==> src/rtl/cx_pkg.sv <==
package cx_pkg;
   localparam logic [6:0] OPC_LOAD  = 7'b0000011;
   localparam logic [6:0] OPC_OPIMM = 7'b0010011;
   localparam logic [6:0] OPC_OP    = 7'b0110011;
   localparam logic [6:0] OPC_JALR  = 7'b1100111;

   localparam logic [2:0] F3_ADD  = 3'b000;
   localparam logic [2:0] F3_SLL  = 3'b001;
   localparam logic [2:0] F3_WORD = 3'b010;
   localparam logic [2:0] F3_JALR = 3'b000;

   localparam logic [1:0] QUAD_MEM = 2'b00;
   localparam logic [1:0] QUAD_ALU = 2'b01;
   localparam logic [1:0] QUAD_REG = 2'b10;
   localparam logic [1:0] QUAD_FULL = 2'b11;

   typedef struct packed {
      logic        legal;
      logic [31:0] word;
   } cx_exp_t;
endpackage

==> src/rtl/cx_load_expand.sv <==
module cx_load_expand
   import cx_pkg::*;
#(
   parameter int CLEN      = 16,
   parameter int REG_W     = 5,
   parameter int CREG_W    = 3,
   parameter int CREG_BASE = 8,
   parameter bit EN_LOAD   = 1'b1
) (
   input  logic [CLEN-1:0] half_i,
   output cx_exp_t         res_o
);
   localparam int IMM_W = 12;
   localparam int NREG  = 1 << REG_W;
   localparam int NCREG = 1 << CREG_W;

   if (CREG_BASE + NCREG > NREG) begin : g_bad_base
      $error("cx_load_expand: compact register window exceeds register file");
   end

   logic               hit;
   logic [CREG_W-1:0]  rd_c;
   logic [CREG_W-1:0]  rs_c;
   logic [REG_W-1:0]   rd_f;
   logic [REG_W-1:0]   rs_f;
   logic [IMM_W-1:0]   ofs;

   always_comb begin
      hit  = (half_i[1:0] == QUAD_MEM) && (half_i[15:13] == F3_WORD);
      rd_c = half_i[4:2];
      rs_c = half_i[9:7];
      rd_f = REG_W'(CREG_BASE) + REG_W'(rd_c);
      rs_f = REG_W'(CREG_BASE) + REG_W'(rs_c);
      ofs  = '0;
      ofs[6]   = half_i[5];
      ofs[5:3] = half_i[12:10];
      ofs[2]   = half_i[6];
   end

   if (EN_LOAD) begin : g_load_on
      always_comb begin
         res_o.legal = hit;
         res_o.word  = hit ? {ofs, rs_f, F3_WORD, rd_f, OPC_LOAD} : '0;
         if (res_o.legal) begin
            a_r6_base_in_window: assert (res_o.word[19:15] >= REG_W'(CREG_BASE)
                                         && res_o.word[11:7] >= REG_W'(CREG_BASE))
               else $error("R6 load register outside compact window");
            a_r6_word_aligned: assert (res_o.word[21:20] == 2'b00)
               else $error("R6 load offset not word aligned");
         end
      end
   end else begin : g_load_off
      always_comb begin
         res_o.legal = 1'b0;
         res_o.word  = '0;
      end
   end
endmodule

==> src/rtl/cx_reg_expand.sv <==
module cx_reg_expand
   import cx_pkg::*;
#(
   parameter int CLEN    = 16,
   parameter int REG_W   = 5,
   parameter int SHAMT_W = 5,
   parameter bit EN_ADD  = 1'b1,
   parameter bit EN_SLLI = 1'b1,
   parameter bit EN_JR   = 1'b1
) (
   input  logic [CLEN-1:0] half_i,
   output cx_exp_t         res_o
);
   if (SHAMT_W != REG_W) begin : g_bad_shamt
      $error("cx_reg_expand: shift amount field must match register field");
   end

   logic             in_quad;
   logic [REG_W-1:0] rd;
   logic [REG_W-1:0] rs2;
   logic             add_hit, jr_hit, sl_hit;
   logic             add_ok, jr_ok, sl_ok;
   logic [31:0]      add_w, jr_w, sl_w;

   always_comb begin
      in_quad = (half_i[1:0] == QUAD_REG);
      rd      = half_i[11:7];
      rs2     = half_i[6:2];
      add_hit = in_quad && (half_i[15:12] == 4'b1001) && (rd != '0) && (rs2 != '0);
      jr_hit  = in_quad && (half_i[15:12] == 4'b1000) && (rd != '0) && (rs2 == '0);
      sl_hit  = in_quad && (half_i[15:13] == 3'b000) && !half_i[12] && (rd != '0);
   end

   if (EN_ADD) begin : g_add_on
      assign add_ok = add_hit;
      assign add_w  = {7'b0, rs2, rd, F3_ADD, rd, OPC_OP};
   end else begin : g_add_off
      assign add_ok = 1'b0;
      assign add_w  = '0;
   end

   if (EN_JR) begin : g_jr_on
      assign jr_ok = jr_hit;
      assign jr_w  = {12'b0, rd, F3_JALR, 5'b0, OPC_JALR};
   end else begin : g_jr_off
      assign jr_ok = 1'b0;
      assign jr_w  = '0;
   end

   if (EN_SLLI) begin : g_sl_on
      assign sl_ok = sl_hit;
      assign sl_w  = {7'b0, SHAMT_W'(rs2), rd, F3_SLL, rd, OPC_OPIMM};
   end else begin : g_sl_off
      assign sl_ok = 1'b0;
      assign sl_w  = '0;
   end

   always_comb begin
      res_o.legal = add_ok | jr_ok | sl_ok;
      res_o.word  = '0;
      if (add_ok)     res_o.word = add_w;
      else if (jr_ok) res_o.word = jr_w;
      else if (sl_ok) res_o.word = sl_w;

      a_r3_dest_is_source: assert (!add_ok || (res_o.word[19:15] == res_o.word[11:7]))
         else $error("R3 add destination differs from first source");
      a_r4_link_discarded: assert (!jr_ok || (res_o.word[11:7] == '0 && res_o.word[31:20] == '0))
         else $error("R4 jump writes a link register or has offset");
      a_r8_no_zero_dest: assert (!res_o.legal || (rd != '0))
         else $error("R8 legal expansion with zero register field");
      a_r5_single_form: assert ($countones({add_ok, jr_ok, sl_ok}) <= 1)
         else $error("R5 overlapping register-quadrant forms");
   end
endmodule

==> src/rtl/cx_expander.sv <==
module cx_expander
   import cx_pkg::*;
#(
   parameter int ILEN      = 32,
   parameter int CLEN      = 16,
   parameter int REG_W     = 5,
   parameter int CREG_W    = 3,
   parameter int CREG_BASE = 8,
   parameter bit EN_LOAD   = 1'b1,
   parameter bit EN_ADD    = 1'b1,
   parameter bit EN_SLLI   = 1'b1,
   parameter bit EN_JR     = 1'b1
) (
   input  logic [ILEN-1:0] instr_i,
   output logic [ILEN-1:0] instr_o,
   output logic            compressed_o,
   output logic            illegal_o
);
   localparam int SHAMT_W = REG_W;

   if (ILEN != 2 * CLEN || ILEN != 32) begin : g_bad_len
      $error("cx_expander: fetch word must hold exactly two 16-bit halves");
   end

   logic [CLEN-1:0] half;
   cx_exp_t         mem_res;
   cx_exp_t         reg_res;
   cx_exp_t         sel;

   assign half = instr_i[CLEN-1:0];

   cx_load_expand #(
      .CLEN(CLEN), .REG_W(REG_W), .CREG_W(CREG_W),
      .CREG_BASE(CREG_BASE), .EN_LOAD(EN_LOAD)
   ) u_mem (
      .half_i(half),
      .res_o (mem_res)
   );

   cx_reg_expand #(
      .CLEN(CLEN), .REG_W(REG_W), .SHAMT_W(SHAMT_W),
      .EN_ADD(EN_ADD), .EN_SLLI(EN_SLLI), .EN_JR(EN_JR)
   ) u_reg (
      .half_i(half),
      .res_o (reg_res)
   );

   always_comb begin
      case (half[1:0])
         QUAD_MEM: sel = mem_res;
         QUAD_REG: sel = reg_res;
         default:  sel = '0;
      endcase

      compressed_o = (half[1:0] != QUAD_FULL);
      if (!compressed_o) begin
         instr_o   = instr_i;
         illegal_o = 1'b0;
      end else if (sel.legal) begin
         instr_o   = sel.word;
         illegal_o = 1'b0;
      end else begin
         instr_o   = '0;
         illegal_o = 1'b1;
      end

      a_r1_full_never_illegal: assert (compressed_o || !illegal_o)
         else $error("R1 full-width word flagged illegal");
      a_r7_zero_on_illegal: assert (!illegal_o || (instr_o == '0))
         else $error("R7 illegal output word not zero");
      a_r2_expanded_is_full: assert (!compressed_o || illegal_o || (instr_o[1:0] == QUAD_FULL))
         else $error("R2 expansion is not a full-width encoding");
      a_r7_quad1_illegal: assert (half[1:0] != QUAD_ALU || illegal_o)
         else $error("R7 quadrant 01 accepted");
   end
endmodule

==> config.mk <==
export PLATFORM = sky130hd
export DESIGN_NAME = cx_expander
export DESIGN_NICKNAME = d
export VERILOG_FILES = /design/src/rtl/cx_pkg.sv /design/src/rtl/cx_load_expand.sv /design/src/rtl/cx_reg_expand.sv /design/src/rtl/cx_expander.sv
export SDC_FILE = /design/constraint.sdc
export NUM_CORES = 1
export LEC_CHECK = 0
export BUFFER_PORTS_ARGS = -buffer_cell sky130_fd_sc_hd__buf_2
export CORE_MARGIN = 2
export CORE_UTILIZATION = 30
export DETAILED_ROUTE_END_ITERATION = 10
export GPL_ROUTABILITY_DRIVEN = 0
export GPL_TIMING_DRIVEN = 0
export PLACE_DENSITY = 0.79
export SETUP_SLACK_MARGIN = 0.02
export SLEW_MARGIN = 40
export SYNTH_ARGS = -nofsm -noshare
export SYNTH_HDL_FRONTEND = slang
export SYNTH_SLANG_ARGS = --single-unit
==> constraint.sdc <==
create_clock -name vclk -period 1.2
set_input_delay 0 -clock vclk [all_inputs]
set_output_delay 0 -clock vclk [all_outputs]
set_load 0.02 [all_outputs]
==> results of run 1 <==
worst paths after layout:
path | startpoint | endpoint | slack [ns] | depth (start not counted)
hold / removal | instr_i[20] | instr_o[20] | 0.31 | 3
setup / recovery | instr_i[9] | instr_o[9] | -0.37 | 7
per-stage QoR:
step | hold WS (ns) | area (um^2) | power [mW] | TNS (ns)
floorplan | 0.135 | 510 | 0.188 | -0.420
global placement | 0.334 | 856 | 0.320 | -5.75
detailed placement | 0.333 | 856 | 0.328 | -6.25
CTS | 0.306 | 993 | 0.369 | -5.67
global route | 0.324 | 1090 | 0.436 | -7.15
finish | 0.312 | 1090 | 0.411 | -6.49
timing repair:
action | 4_1_cts | 5_1_grt
pin swaps | 8 | 8
endpoints found under the setup margin | 23 | 26
setup buffers | 5 | 2
gates cloned | 1 | 0
gates resized for setup | 24 | 22
power by group through the flow:
stage               Clock, mW  Combinational [mW]  Sequential (mW)
finish                      0               0.411                0
global route                0               0.436                0
CTS                         0               0.369                0
detailed placement          0               0.328                0
global placement            0               0.320                0
floorplan                   0               0.188                0
cell usage after synthesis:
library cell | count | area (um^2)
a21oi_1 | 1 | 5.00
nor3_1 | 2 | 10.0
and2_1 | 1 | 6.26
a32o_1 | 1 | 10.0
nor2_1 | 5 | 18.8
o31ai_2 | 1 | 12.5
and3_1 | 10 | 62.6
o21a_2 | 1 | 8.76
o21ai_1 | 1 | 5.00
a211oi_1 | 1 | 7.51
buf_6 | 1 | 11.3
o21a_1 | 2 | 15.0
inv_1 | 2 | 7.51
a221o_1 | 3 | 30.0
o22a_2 | 1 | 10.0
a21o_1 | 2 | 15.0
nor4_1 | 1 | 6.26
nor3b_1 | 1 | 7.51
a22o_2 | 4 | 40.0
nor4b_1 | 1 | 8.76
a221o_2 | 1 | 11.3
or4_1 | 1 | 7.51
nand2b_1 | 2 | 12.5
clkbuf_1 | 6 | 22.5
nand3_1 | 1 | 5.00
xnor2_1 | 1 | 8.76
and3_2 | 1 | 7.51
nand2_1 | 5 | 18.8
a22o_1 | 9 | 78.8
a21o_2 | 4 | 35.0
cell families (layout without fill, tap and decap cells):
| logic type | count (synthesis) | after routing |
|---|---|---|
| simple gates | 31 | 31 |
| buf+inv | 9 | 81 |
| compound gates | 32 | 32 |
| xor+xnor | 1 | 1 |
final cells by class:
cell class / instances / area [um^2]
Inverter: 2 / 7.51
Timing Repair Buffer: 73 / 484
Tap cell: 16 / 20.0
Multi-Input combinational cell: 64 / 551
Buffer: 6 / 31.3
Fill cell: 123 / 448
worst max-delay path, stage by stage:
cell	delay (ns)
buf_8	0.09
or4_4	0.53
o21a_1	0.20
o21a_2	0.15
buf_6	0.13
a221o_1	0.31
buf_6	0.14
per-layer routing:
layer  wire [um]  vias up
met4          95        0
met5           0        -
li1            -      438
met3         168       10
met2        1410       48
met1         981      415
==> reports/metrics.cfg, run 1 <==
[run_status]
outcome=finished with violations
violations=setup timing

[die]
die_h_um=45.1
start_util_pct=32.8
die_area_um2=2030
placementRows=14
core_um2=1540
die_w_um=45.1
ios=66

[synth]
synth_fa_ha_area_share_pct=0
synth_top_family_by_area=compound AO/OA/AOI/OAI gates
yosysWarnings=0
syn_inst=73
ys_seq_area_share_pct=0
postSynthAreaPerCell_um2=6.92
yosys.area_share.simple_pct=33.9
synth_cell_types=30
synth_xor_area_share_pct=1.73
synth_area_um2=505
synth_compound_area_share_pct=56.2
synthMuxAreaShare_pct=0
synth_nets=105

[placed_design]
dp.cells=154
portBuffers=65
dpl_worst_slack_ns=-0.424
dp_hpwl_um=1820

[cells_and_area]
finish.net_count=179
drive_gt1_share_pct=66.2
nClkBuffers=0
seq_cell_count=0
area.growth.synth_to_final_pct=116
n_antenna_cell=0
seqCellArea_um2=0
mostFrequentLayoutCells=48 x buf_2, 14 x buf_6, 11 x buf_4
instances_no_fill=161
utilization_pct=70.9
layout_commonest_cell=buf_2

[clock_network]
cts_hold_buffers=0

[power]
clock_power_share_pct=0
combPwrFrac_pct=100.0
switching_share_pct=53.7
vdd_drop_max_uv=191
switchingPower_uw=221
power_frac_seq_pct=0
total_leakage_power_nw=0.650
powerDensity_nw_per_um2=376
p_int_uw=190

[timing]
worst_slack_ns=-0.369
tightest_slew_ns=0.525
hold_violations=0
rsz0062_at_grt=true
fin_crit_sh_pct=131
clock.fmax_mhz=637
slew_headroom_pct=64.8
report.final.slew_viol_count=0
setup_viol=23
min_period_ns=1.57

[worst_setup_path]
cp-end-kind=primary output
critPathKind=in -> out
arrival_ns=1.57
crit_path_start_kind=input pin
cp_max_fo=5
worstPathRequired_ns=1.20

[run]
drv_cap=0

[min_path]
hold_path_class=in -> out

[detailed_routing]
wire_per_inst_um=16.5
drc_errors=0
drt_first_pass_iters=4
drtIter0Drc=16
finalWirelength_um=2660
vias=911
antenna_left=0
viasPerCell=5.66

[global_routing]
antenna_found_initial=0
track_usage_pct=25.4
grt_max_degree=11
grt_use_met1_pct=31.3
grt_pass1_vias=846
grtUsageMet3_pct=1.60
grt-busiest-layer=met2
grt-ovfl-total=0
grt_first_pass_wirelength_um=3910
use_met2_pct=44.3

(Power assumes the default switching activity.)
==> inputs of run 2 (changes only) <==
--- a/config.mk
+++ b/config.mk
@@ -7,11 +7,11 @@
 export LEC_CHECK = 0
 export BUFFER_PORTS_ARGS = -buffer_cell sky130_fd_sc_hd__buf_2
 export CORE_MARGIN = 2
-export CORE_UTILIZATION = 30
+export CORE_UTILIZATION = 36
 export DETAILED_ROUTE_END_ITERATION = 10
 export GPL_ROUTABILITY_DRIVEN = 0
 export GPL_TIMING_DRIVEN = 0
-export PLACE_DENSITY = 0.79
+export PLACE_DENSITY = 0.89
 export SETUP_SLACK_MARGIN = 0.02
 export SLEW_MARGIN = 40
 export SYNTH_ARGS = -nofsm -noshare
==> constraint.sdc (replaced) <==
create_clock -name vclk -period 2
set_input_delay 0.3 -clock vclk [all_inputs]
set_output_delay 0.3 -clock vclk [all_outputs]
set_load 0.02 [all_outputs]
==> run 2 against run 1 <==
The flow still finishes with violations (setup timing). Critical path type unchanged. Die area fell by 15%. Critical endpoint unchanged. Worst hold slack improved by 0.62 ns. Combinational power fell by 46%. First-iteration DRC count rose to 2.6 times the previous value. Total power fell by 46%. Sequential cell count did not move. Final area fell by 10%. Worst setup slack improved by 0.20 ns. Wire length fell by 14%. Sequential share of layout area did not move.
==> reports/metrics.cfg, run 2 (synthesis gave the netlist of run 1 again) <==
[die]
start_util_pct=38.8  ; +6.1 points
die_w_um=41.5  ; -7.9%
die_area_um2=1720  ; -15%
die_h_um=41.5  ; -7.9%
ios=66  ; unchanged
placementRows=13  ; -1
core_um2=1300  ; -16%

[timing]
fin_crit_sh_pct=109
min_period_ns=2.17
slew_headroom_pct=67.1  ; +2.4 points
report.final.slew_viol_count=0  ; unchanged
rsz0062_at_grt=true
fin_tns_setup_ns=-1.12  ; +5.37 ns
clock.fmax_mhz=460
hold_violations=0  ; unchanged
tightest_slew_ns=0.493  ; -0.0321 ns
setup_viol=12  ; -48%
worst_slack_ns=-0.173  ; +0.197 ns

[run_status]
violations=setup timing
outcome=finished with violations

[detailed_routing]
antenna_left=0  ; unchanged
viasPerCell=5.83  ; +3.0%
drt_first_pass_iters=4  ; unchanged
drc_errors=0  ; unchanged
finalWirelength_um=2280  ; -14%
vias=915  ; +0.44%
drtIter0Drc=42  ; +26
wire_per_inst_um=14.5  ; -12%

[cells_and_area]
n_antenna_cell=0  ; unchanged
finish.net_count=176  ; -1.7%
nClkBuffers=0  ; unchanged
layout_commonest_cell=buf_2
seqCellArea_um2=0  ; unchanged
seq_cell_count=0  ; unchanged
instances_no_fill=157  ; -2.5%
drive_gt1_share_pct=62.0  ; -4.2 points
area.growth.synth_to_final_pct=94.6
mostFrequentLayoutCells=58 x buf_2, 10 x and3_1, 9 x a22o_1, 9 x buf_6

[min_path]
holdPathStages=3  ; unchanged
hp-start=instr_i[7]
hold_path_class=in -> out
min_to=instr_o[7]

[power]
powerDensity_nw_per_um2=225  ; -40%
total_leakage_power_nw=0.600  ; -7.6%
vdd_drop_max_uv=109  ; -43%
power_uw=221  ; -46%

[worst_setup_path]
cp_max_fo=4  ; -1
worstPathRequired_ns=1.70  ; +0.50 ns
critPathKind=in -> out
crit_start=instr_i[8]
cp-end-kind=primary output
crit_path_start_kind=input pin
arrival_ns=1.87  ; +0.30 ns

[global_routing]
track_usage_pct=24.6  ; -0.77 points
antenna_found_initial=0  ; unchanged
grt_pass1_vias=817  ; -3.4%
grt_first_pass_wirelength_um=3590  ; -8.3%
grt-ovfl-total=0  ; unchanged
grt_max_degree=11  ; unchanged

[run]
drv_cap=0  ; unchanged

[placed_design]
dp.cells=153  ; -0.65%
dpl_worst_slack_ns=-0.202  ; +0.222 ns
dp_hpwl_um=1620  ; -11%
portBuffers=65  ; unchanged

[clock_network]
cts_hold_buffers=0  ; unchanged

==> run 2: layout make-up <==
type	instances	area, um^2
plain buffers	7	35.0
fillers	106	318
inverters	2	7.51
multi-input cells	64	507
well taps	15	18.8
repair buffers	69	415
==> run 2: where the power goes <==
group          internal (mW)  switching (mW)
registers                  0               0
clock network              0               0
logic                 0.0976           0.123
total                 0.0976           0.123
==> run 2: worst max-delay path: stages <==
cell     delay [ns]
buf_6          0.09
or4_4          0.53
o21a_1         0.21
o21a_2         0.15
buf_6          0.13
a221o_1        0.32
buf_6          0.14
==> run 2: worst max-delay path by stage <==
stage                     slack, ns         end
final                         -0.17  instr_o[9]
after floorplan                0.04  instr_o[8]
after global placement        -0.21  instr_o[9]
after global routing          -0.20  instr_o[8]
after CTS                     -0.17  instr_o[8]
after detailed placement      -0.20  instr_o[9]
==> run 2: repair_timing <==
item | 4_1_cts | 5_1_grt
setup buffers | 3 | 0
setup endpoints to repair | 18 | 22
gates cloned | 1 | 0
pin swaps | 5 | 2
gates resized for setup | 17 | 6
endpoints found under the hold margin | 0 | 0
==> run 2: through the flow <==
step           area, um^2  hold WS, ns  utilization, %
3_5_place_dp          850        0.936            65.3
4_1_cts               958        0.925            73.7
5_1_grt               983        0.956            75.6
2_1_floorplan         505        0.750               -
6_report              983        0.935            75.6
3_3_place_gp          850        0.936            65.3
==> run 2: metal layers <==
| layer | share of wire, % | vias to the layer above | track usage [%] | wire, um |
|---|---|---|---|---|
| li1 | - | 431 | - | - |
| met1 | 39 | 411 | 32.2 | 901 |
| met2 | 49 | 71 | 44.1 | 1110 |
| met3 | 11 | 2 | 2.17 | 249 |
| met4 | 0.88 | 0 | 3.87 | 20 |
| met5 | 0 | - | 0 | 0 |
